## config.mk

```make
export PLATFORM = sky130hd
export DESIGN_NAME = gpio_byte_ctrl
export DESIGN_NICKNAME = d
export VERILOG_FILES = /design/src/rtl/gpio_pkg.sv /design/src/rtl/gpio_addr_dec.sv /design/src/rtl/gpio_pin_cell.sv /design/src/rtl/gpio_nmi_seq.sv /design/src/rtl/gpio_byte_ctrl.sv
export SDC_FILE = /design/constraint.sdc
export NUM_CORES = 1
export LEC_CHECK = 0
export ABC_AREA = 1
export BUFFER_PORTS_ARGS = -buffer_cell sky130_fd_sc_hd__clkbuf_2
export CORE_ASPECT_RATIO = 1.75
export CORE_MARGIN = 5
export CORE_UTILIZATION = 56
export CTS_CLUSTER_DIAMETER = 30
export CTS_CLUSTER_SIZE = 40
export DETAILED_ROUTE_END_ITERATION = 16
export GPL_TIMING_DRIVEN = 0
export PLACE_DENSITY = 0.87
export SYNTH_ARGS = -nofsm -noshare
export SYNTH_HDL_FRONTEND = slang
export SYNTH_SLANG_ARGS = --single-unit
```

## constraint.sdc

```tcl
create_clock -name clk -period 1.83 [get_ports clk]
set_input_delay 0.0915 -clock clk [delete_from_list [all_inputs] [get_ports clk]]
set_output_delay 0.0915 -clock clk [all_outputs]
set_load 0.02 [all_outputs]
```

## src/rtl/gpio_pkg.sv

```systemverilog
package gpio_pkg;
    typedef enum logic {
        NMI_IDLE = 1'b0,
        NMI_HIGH = 1'b1
    } nmi_state_t;

    localparam int unsigned DEF_NPIN    = 36;
    localparam int unsigned DEF_NLVL    = 8;
    localparam int unsigned DEF_NIRQ    = 10;
    localparam int unsigned DEF_AW      = 6;
    localparam int unsigned DEF_LOW_PIN = 1;
    localparam int unsigned DEF_NMI_PIN = 9;
endpackage

```

## src/rtl/gpio_addr_dec.sv

```systemverilog
module gpio_addr_dec #(
    parameter int unsigned AW   = 6,
    parameter int unsigned NLVL = 8,
    parameter int unsigned NPIN = 36
) (
    input  logic [AW-1:0] addr,
    output logic          is_lvl,
    output logic          is_ctrl,
    output logic [AW-1:0] pin_idx
);
    localparam int unsigned CTRL_END = NLVL + NPIN;

    always_comb begin
        is_lvl  = (32'(addr) < NLVL);
        is_ctrl = (32'(addr) >= NLVL) && (32'(addr) < CTRL_END);
        pin_idx = addr - AW'(NLVL);
    end
endmodule

```

## src/rtl/gpio_pin_cell.sv

```systemverilog
module gpio_pin_cell #(
    parameter logic [7:0] RST_VAL = 8'h00
) (
    input  logic       clk,
    input  logic       rst_n,
    input  logic       wr_en,
    input  logic [6:0] wr_bits,   // written bits 7..2 and 0
    input  logic       ext_en,
    input  logic       ext_lvl,
    input  logic       force_en,
    input  logic       force_lvl,
    output logic [7:0] ctrl
);
    logic [7:0] nxt;

    always_comb begin
        nxt = ctrl;
        if (wr_en) begin
            nxt[7:2] = wr_bits[6:1];
            nxt[0]   = wr_bits[0];
            if (wr_bits[1]) nxt[1] = wr_bits[0];
        end else if (ext_en) begin
            nxt[1] = ext_lvl;
        end
        if (force_en) nxt[1] = force_lvl;
    end

    always_ff @(posedge clk or negedge rst_n) begin
        if (!rst_n) ctrl <= RST_VAL;
        else        ctrl <= nxt;
    end
endmodule

```

## src/rtl/gpio_nmi_seq.sv

```systemverilog
module gpio_nmi_seq
    import gpio_pkg::*;
(
    input  logic clk,
    input  logic rst_n,
    input  logic req,
    output logic force_en,
    output logic force_lvl,
    output logic busy
);
    nmi_state_t state, state_nxt;

    always_comb begin
        state_nxt = state;
        unique case (state)
            NMI_IDLE: if (req) state_nxt = NMI_HIGH;
            NMI_HIGH: state_nxt = NMI_IDLE;
        endcase
    end

    always_ff @(posedge clk or negedge rst_n) begin
        if (!rst_n) state <= NMI_IDLE;
        else        state <= state_nxt;
    end

    always_comb begin
        force_en  = 1'b0;
        force_lvl = 1'b0;
        busy      = 1'b0;
        unique case (state)
            NMI_IDLE: begin
                force_en  = req;
                force_lvl = 1'b1;
            end
            NMI_HIGH: begin
                force_en  = 1'b1;
                force_lvl = 1'b0;
                busy      = 1'b1;
            end
        endcase
    end
endmodule

```

## src/rtl/gpio_byte_ctrl.sv

```systemverilog
module gpio_byte_ctrl
    import gpio_pkg::*;
#(
    parameter int unsigned NPIN    = DEF_NPIN,
    parameter int unsigned NLVL    = DEF_NLVL,
    parameter int unsigned NIRQ    = DEF_NIRQ,
    parameter int unsigned AW      = DEF_AW,
    parameter int unsigned LOW_PIN = DEF_LOW_PIN,
    parameter int unsigned NMI_PIN = DEF_NMI_PIN
) (
    input  logic            clk,
    input  logic            rst_n,
    input  logic [AW-1:0]   bus_addr,
    input  logic            bus_wr,
    input  logic            bus_rd,
    input  logic [7:0]      bus_wdata,
    output logic [7:0]      bus_rdata,
    input  logic            ext_set,
    input  logic [AW-1:0]   ext_idx,
    input  logic            ext_level,
    input  logic            nmi_req,
    output logic [NPIN-1:0] pin_level,
    output logic [NIRQ-1:0] irq,
    output logic            err_flag
);
    logic          is_lvl, is_ctrl;
    logic [AW-1:0] pin_idx;
    logic [7:0]    ctrl   [NPIN];
    logic [7:0]    lvl_bank [NLVL];
    logic          force_en, force_lvl, nmi_busy;
    logic [6:0]    wr_bits;
    logic [7:0]    rd_nxt;
    logic          err_hit;

    assign wr_bits = {bus_wdata[7:2], bus_wdata[0]};

    gpio_addr_dec #(.AW(AW), .NLVL(NLVL), .NPIN(NPIN)) u_dec (
        .addr(bus_addr), .is_lvl(is_lvl), .is_ctrl(is_ctrl), .pin_idx(pin_idx)
    );

    gpio_nmi_seq u_nmi (
        .clk(clk), .rst_n(rst_n), .req(nmi_req),
        .force_en(force_en), .force_lvl(force_lvl), .busy(nmi_busy)
    );

    // Level-summary bank: read-only storage, cleared by reset
    always_ff @(posedge clk or negedge rst_n) begin
        if (!rst_n) begin
            for (int i = 0; i < int'(NLVL); i++) lvl_bank[i] <= 8'h00;
        end else begin
            for (int i = 0; i < int'(NLVL); i++) lvl_bank[i] <= lvl_bank[i];
        end
    end

    for (genvar n = 0; n < int'(NPIN); n++) begin : g_pin
        localparam logic [7:0] RST_VAL = (n == int'(LOW_PIN)) ? 8'h02 : 8'h00;
        logic wr_hit, ext_hit;
        assign wr_hit  = bus_wr && is_ctrl && (pin_idx == AW'(n));
        assign ext_hit = ext_set && (ext_idx == AW'(n));
        gpio_pin_cell #(.RST_VAL(RST_VAL)) u_cell (
            .clk(clk), .rst_n(rst_n),
            .wr_en(wr_hit), .wr_bits(wr_bits),
            .ext_en(ext_hit), .ext_lvl(ext_level),
            .force_en(force_en && (n == int'(NMI_PIN))), .force_lvl(force_lvl),
            .ctrl(ctrl[n])
        );
        assign pin_level[n] = ctrl[n][1];
    end

    for (genvar i = 0; i < int'(NIRQ); i++) begin : g_irq
        if (i == int'(LOW_PIN)) begin : g_low
            assign irq[i] = ~ctrl[i][1];
        end else if (i == int'(NMI_PIN)) begin : g_high
            assign irq[i] = ctrl[i][1];
        end else begin : g_none
            assign irq[i] = 1'b0;
        end
    end

    always_comb begin
        err_hit = 1'b0;
        for (int n = 0; n < int'(NPIN); n++)
            if (ext_set && ext_idx == AW'(n) && ctrl[n][2]) err_hit = 1'b1;
    end

    always_ff @(posedge clk or negedge rst_n) begin
        if (!rst_n)       err_flag <= 1'b0;
        else if (err_hit) err_flag <= 1'b1;
    end

    always_comb begin
        rd_nxt = 8'h00;
        for (int i = 0; i < int'(NLVL); i++)
            if (is_lvl && bus_addr == AW'(i)) rd_nxt = lvl_bank[i];
        for (int n = 0; n < int'(NPIN); n++)
            if (is_ctrl && pin_idx == AW'(n)) rd_nxt = ctrl[n];
    end

    always_ff @(posedge clk or negedge rst_n) begin
        if (!rst_n)      bus_rdata <= 8'h00;
        else if (bus_rd) bus_rdata <= rd_nxt;
    end

    AST_LVL_READ_ZERO: assert property (@(posedge clk) disable iff (!rst_n)
        (bus_rd && is_lvl) |=> (bus_rdata == 8'h00)) else $error("lvl read");

    AST_WR_OE_LEVEL: assert property (@(posedge clk) disable iff (!rst_n)
        (bus_wr && is_ctrl && bus_wdata[2] && !(force_en && pin_idx == AW'(NMI_PIN)))
        |=> (pin_level[$past(pin_idx)] == $past(bus_wdata[0]))) else $error("oe wr");

    AST_WR_KEEP_LEVEL: assert property (@(posedge clk) disable iff (!rst_n)
        (bus_wr && is_ctrl && !bus_wdata[2] && !(force_en && pin_idx == AW'(NMI_PIN)))
        |=> (pin_level[$past(pin_idx)] == $past(pin_level[pin_idx]))) else $error("keep");

    AST_NMI_RISE: assert property (@(posedge clk) disable iff (!rst_n)
        (nmi_req && !nmi_busy) |=> irq[NMI_PIN]) else $error("nmi rise");

    AST_NMI_ONE_CYCLE: assert property (@(posedge clk) disable iff (!rst_n)
        (nmi_req && !nmi_busy) |=> ##1 !irq[NMI_PIN]) else $error("nmi width");

    AST_ERR_STICKY: assert property (@(posedge clk) disable iff (!rst_n)
        err_flag |=> err_flag) else $error("err sticky");
endmodule

```

==> results.sh <==
export IMPL_fin_ws_ns=-1.10
export IMPL_clk_path_buf_depth=3
export IMPL_slew_viol_final=0
export IMPL_dpl_cell_area_um2=16300
export IMPL_power_uw=20100
export IMPL_gr_usage_all_layers_pct=36.5
export IMPL_min_delay_path_class="in -> reg"
export IMPL_drtAntennaViolNets=0
export IMPL_setup_viol=18
export IMPL_io_buffers=68
export IMPL_synth_warning_count=0
export IMPL_areaGrowthSynthToFinish_pct=24.2
export IMPL_synth_ff_type="dfrtp_1"
export IMPL_initial_core_util_pct=56.3
export IMPL_max_freq_mhz=341
export IMPL_fillers=2074
export IMPL_r2r_slack_ns=-1.10
export IMPL_ios=82
export IMPL_cp_end_kind="flop"
export IMPL_die_y_um=228
export IMPL_status="complete, but fails checks"
export IMPL_cts_made_buffers=43
export IMPL_start_kind="flop"
export IMPL_yosysMostFrequentCell="nand2_1"
export IMPL_dieArea_um2=30700
export IMPL_crit_path_end="bus_rdata[7]"
export IMPL_violations="setup timing"
export IMPL_antenna_found_initial=1
export IMPL_p_leak_uw=0.00893
export IMPL_avgSynthCellArea_um2=7.36
export IMPL_synth_common_cells="nand2_1 (586), o21ai_0 (326), dfrtp_1 (297)"
export IMPL_power_density_nw_per_um2=1060
export IMPL_slew_headroom_pct=13.6
export IMPL_r2r_cells=22
export IMPL_routed_wl_mm=56.8
export IMPL_synth_area_um2=15200
export IMPL_r2r_start="g_pin[2].u_cell.ctrl[7]"
export IMPL_fin_worst_skew_ns=0.0231
export IMPL_ys_async_sr_fraction_pct=100
export IMPL_die_w_um=135
export IMPL_required_ns=2.26
export IMPL_grt_pass1_wl_mm=85.6
export IMPL_postSynthCellCount=2067
export IMPL_place_gp_congestion=1.01
export IMPL_r2r_end="bus_rdata[7]"
export IMPL_drt_first_pass_iters=7
export IMPL_wire_per_inst_um=21.8
export IMPL_clkSlewWorstSetupHoldPaths_ns=0.05
export IMPL_ys_seq_area_share_pct=49.0
export IMPL_drt_iter0_drc=1910
export IMPL_clk_latency_ns=0.56
export IMPL_crit_arrival_ns=3.36
export IMPL_vias=15500
export IMPL_final_area_um2=18900
export IMPL_synth_cell_types=41
export IMPL_dpl_cell_count=2472
export IMPL_startpoint="g_pin[2].u_cell.ctrl[7]"
export IMPL_netlist_top_cells_area="dfrtp_1 (49%), nand2_1 (14%), o21ai_0 (11%)"
export IMPL_worst_pin_slew_ns=1.30
export IMPL_cts_sinks=298
export IMPL_cts_max_level=2
export IMPL_period_minus_slack_ns=2.93
export IMPL_rsz0062_at_grt="yes"
export IMPL_diodes=0
export IMPL_instances_no_fill=2607
export IMPL_clock_root_buffer="clkbuf_16"
export IMPL_synth_edf_count=0
export IMPL_core_um2=27000
export IMPL_synth_seq_cells=298
export IMPL_drc=0
export IMPL_cp_max_fo=2
export IMPL_finalHoldViolations=0
export IMPL_row_count=80
export IMPL_grt_ovfl_total=0
export IMPL_synth_top_area_cell="dfrtp_1"
export IMPL_finalCritPeriodShare_pct=160
export IMPL_drv_cap=0
export IMPL_crit_type="reg -> reg"
export IMPL_grt_max_degree=109
export IMPL_vdd_drop_max_mv=0.806
export IMPL_avgViaCountPerCell=5.95
export IMPL_synth_top_area_share_pct=48.8
export IMPL_final_layout_size_suffix_gt1_share_pct=18.7
export IMPL_hpwl_mm=39.0
export IMPL_cts_tree="done"
export IMPL_nNetsFinal=2273
export IMPL_grt_pass1_vias=15200
[stage by stage]
step           setup TNS (ns)  hold slack (ns)  util, %  setup slack (ns)
2_1_floorplan           -3.26           -0.204        -            -0.354
3_3_place_gp         -1798.79            0.338     59.9             -5.53
3_5_place_dp          -177.96            0.194     60.2             -1.83
4_1_cts                 -7.49           0.0131     69.2             -1.06
5_1_grt                 -9.78           0.0429     70.0             -1.36
6_report                -8.77           0.0360     70.0             -1.10
[cell families after synthesis]
logic type / Yosys count / synth area share, %
compound gates: 406 / 14.0
buf+inv: 403 / 11.1
mux: 1 / 0.0740
flops: 298 / 49.0
fa+ha+maj: 1 / 0.0822
simple gates: 957 / 25.7
other cells: 1 / 0.0246
[cell type report]
| type | instances | area, um^2 | area share [%] |
|---|---|---|---|
| buffer | 110 | 653 | 3.45 |
| clock buffer | 52 | 1180 | 6.25 |
| clock inverter | 27 | 377 | 1.99 |
| inverter | 293 | 1140 | 6.05 |
| multi-input combinational | 1373 | 6780 | 35.8 |
| sequential | 298 | 7460 | 39.4 |
| tap | 328 | 410 | 2.17 |
| timing repair buffer | 126 | 908 | 4.80 |
[registers in the layout, indices dropped and copies added (netlist names)]
signal and cells:
g_pin.u_cell.ctrl 288, bus_rdata 8, err_flag 1, u_nmi.state 1
[worst min path at each step]
stage	endpoint	from	slack (ns)	cells after the start
after global routing	g_pin[16].u_cell.ctrl[4]	bus_wdata[4]	0.04	3
final	bus_rdata[2]	bus_rd	0.04	5
after global placement	g_pin[2].u_cell.ctrl[5]	bus_wdata[5]	0.34	3
after CTS	g_pin[1].u_cell.ctrl[4]	bus_wr	0.01	4
after floorplan	bus_rdata[0]	rst_n	-0.20	0
after detailed placement	bus_rdata[6]	rst_n	0.19	1
[placed cells by master, fill, tap and decap left out, drive strengths merged, types with 2 or more instances in the layout]
cell type    synthesis  routed
nand2              592     592
o21ai              328     328
dfrtp              297     297
inv                286     291
nor2               239     239
clkbuf              59     178
buf                 51     102
nand4               58      58
nand3               48      48
a21oi               39      39
nor3                16      16
clkinv               7      14
o21bai              10      10
a31oi                9       9
o31ai                9       9
conb                 1       8
bufinv               0       8
clkinvlp             0       7
dlygate4sd3          0       7
a2111oi              3       3
nor4                 3       3
o2111ai              2       2
[per-layer routing]
layer | up-vias | share of wire, % | wire length [um] | track usage (%)
met3 | 372 | 8.5 | 4820 | 6.66
met1 | 7230 | 34 | 19100 | 40.8
li1 | 6880 | - | - | -
met4 | 0 | 11 | 6180 | 31.2
met5 | - | 0 | 0 | 0
met2 | 1042 | 47 | 26700 | 59.1
[critical path: stages (launching register included)]
cell and delay [ns]:
dfrtp_1 0.40, nand3_2 0.11, nand3_4 0.10, nor2_2 0.12, nand4_1 0.10, nand2_1 0.08
nand3_1 0.08, nand2_1 0.09, nand4_1 0.11, nand2_1 0.11, nand4_1 0.09, nand2_1 0.13
nand3_2 0.10, nand2_2 0.11, nand4_1 0.14, nand2_1 0.13, nand4_1 0.15, nor2_1 0.14
nand3_1 0.10, nand2_1 0.10, nand4_1 0.16, nand2_1 0.12, nand2_1 0.05
[repair_timing]
item | CTS | global route
hold buffers | 7 | 0
gates resized for setup | 129 | 60
endpoints found under the hold margin | 91 | 0
endpoints found under the setup margin | 180 | 106
pin swaps | 38 | 23
gates cloned | 0 | 0
buffers inserted | 41 | 8
[where the power goes]
group / switching [uW] / internal [uW] / leakage (uW)
registers: 578 / 7550 / 0.00362
logic: 1940 / 1040 / 0.00456
clock network: 3320 / 5670 / 0.000750
Note: power is estimated with default switching activity, not from simulation.
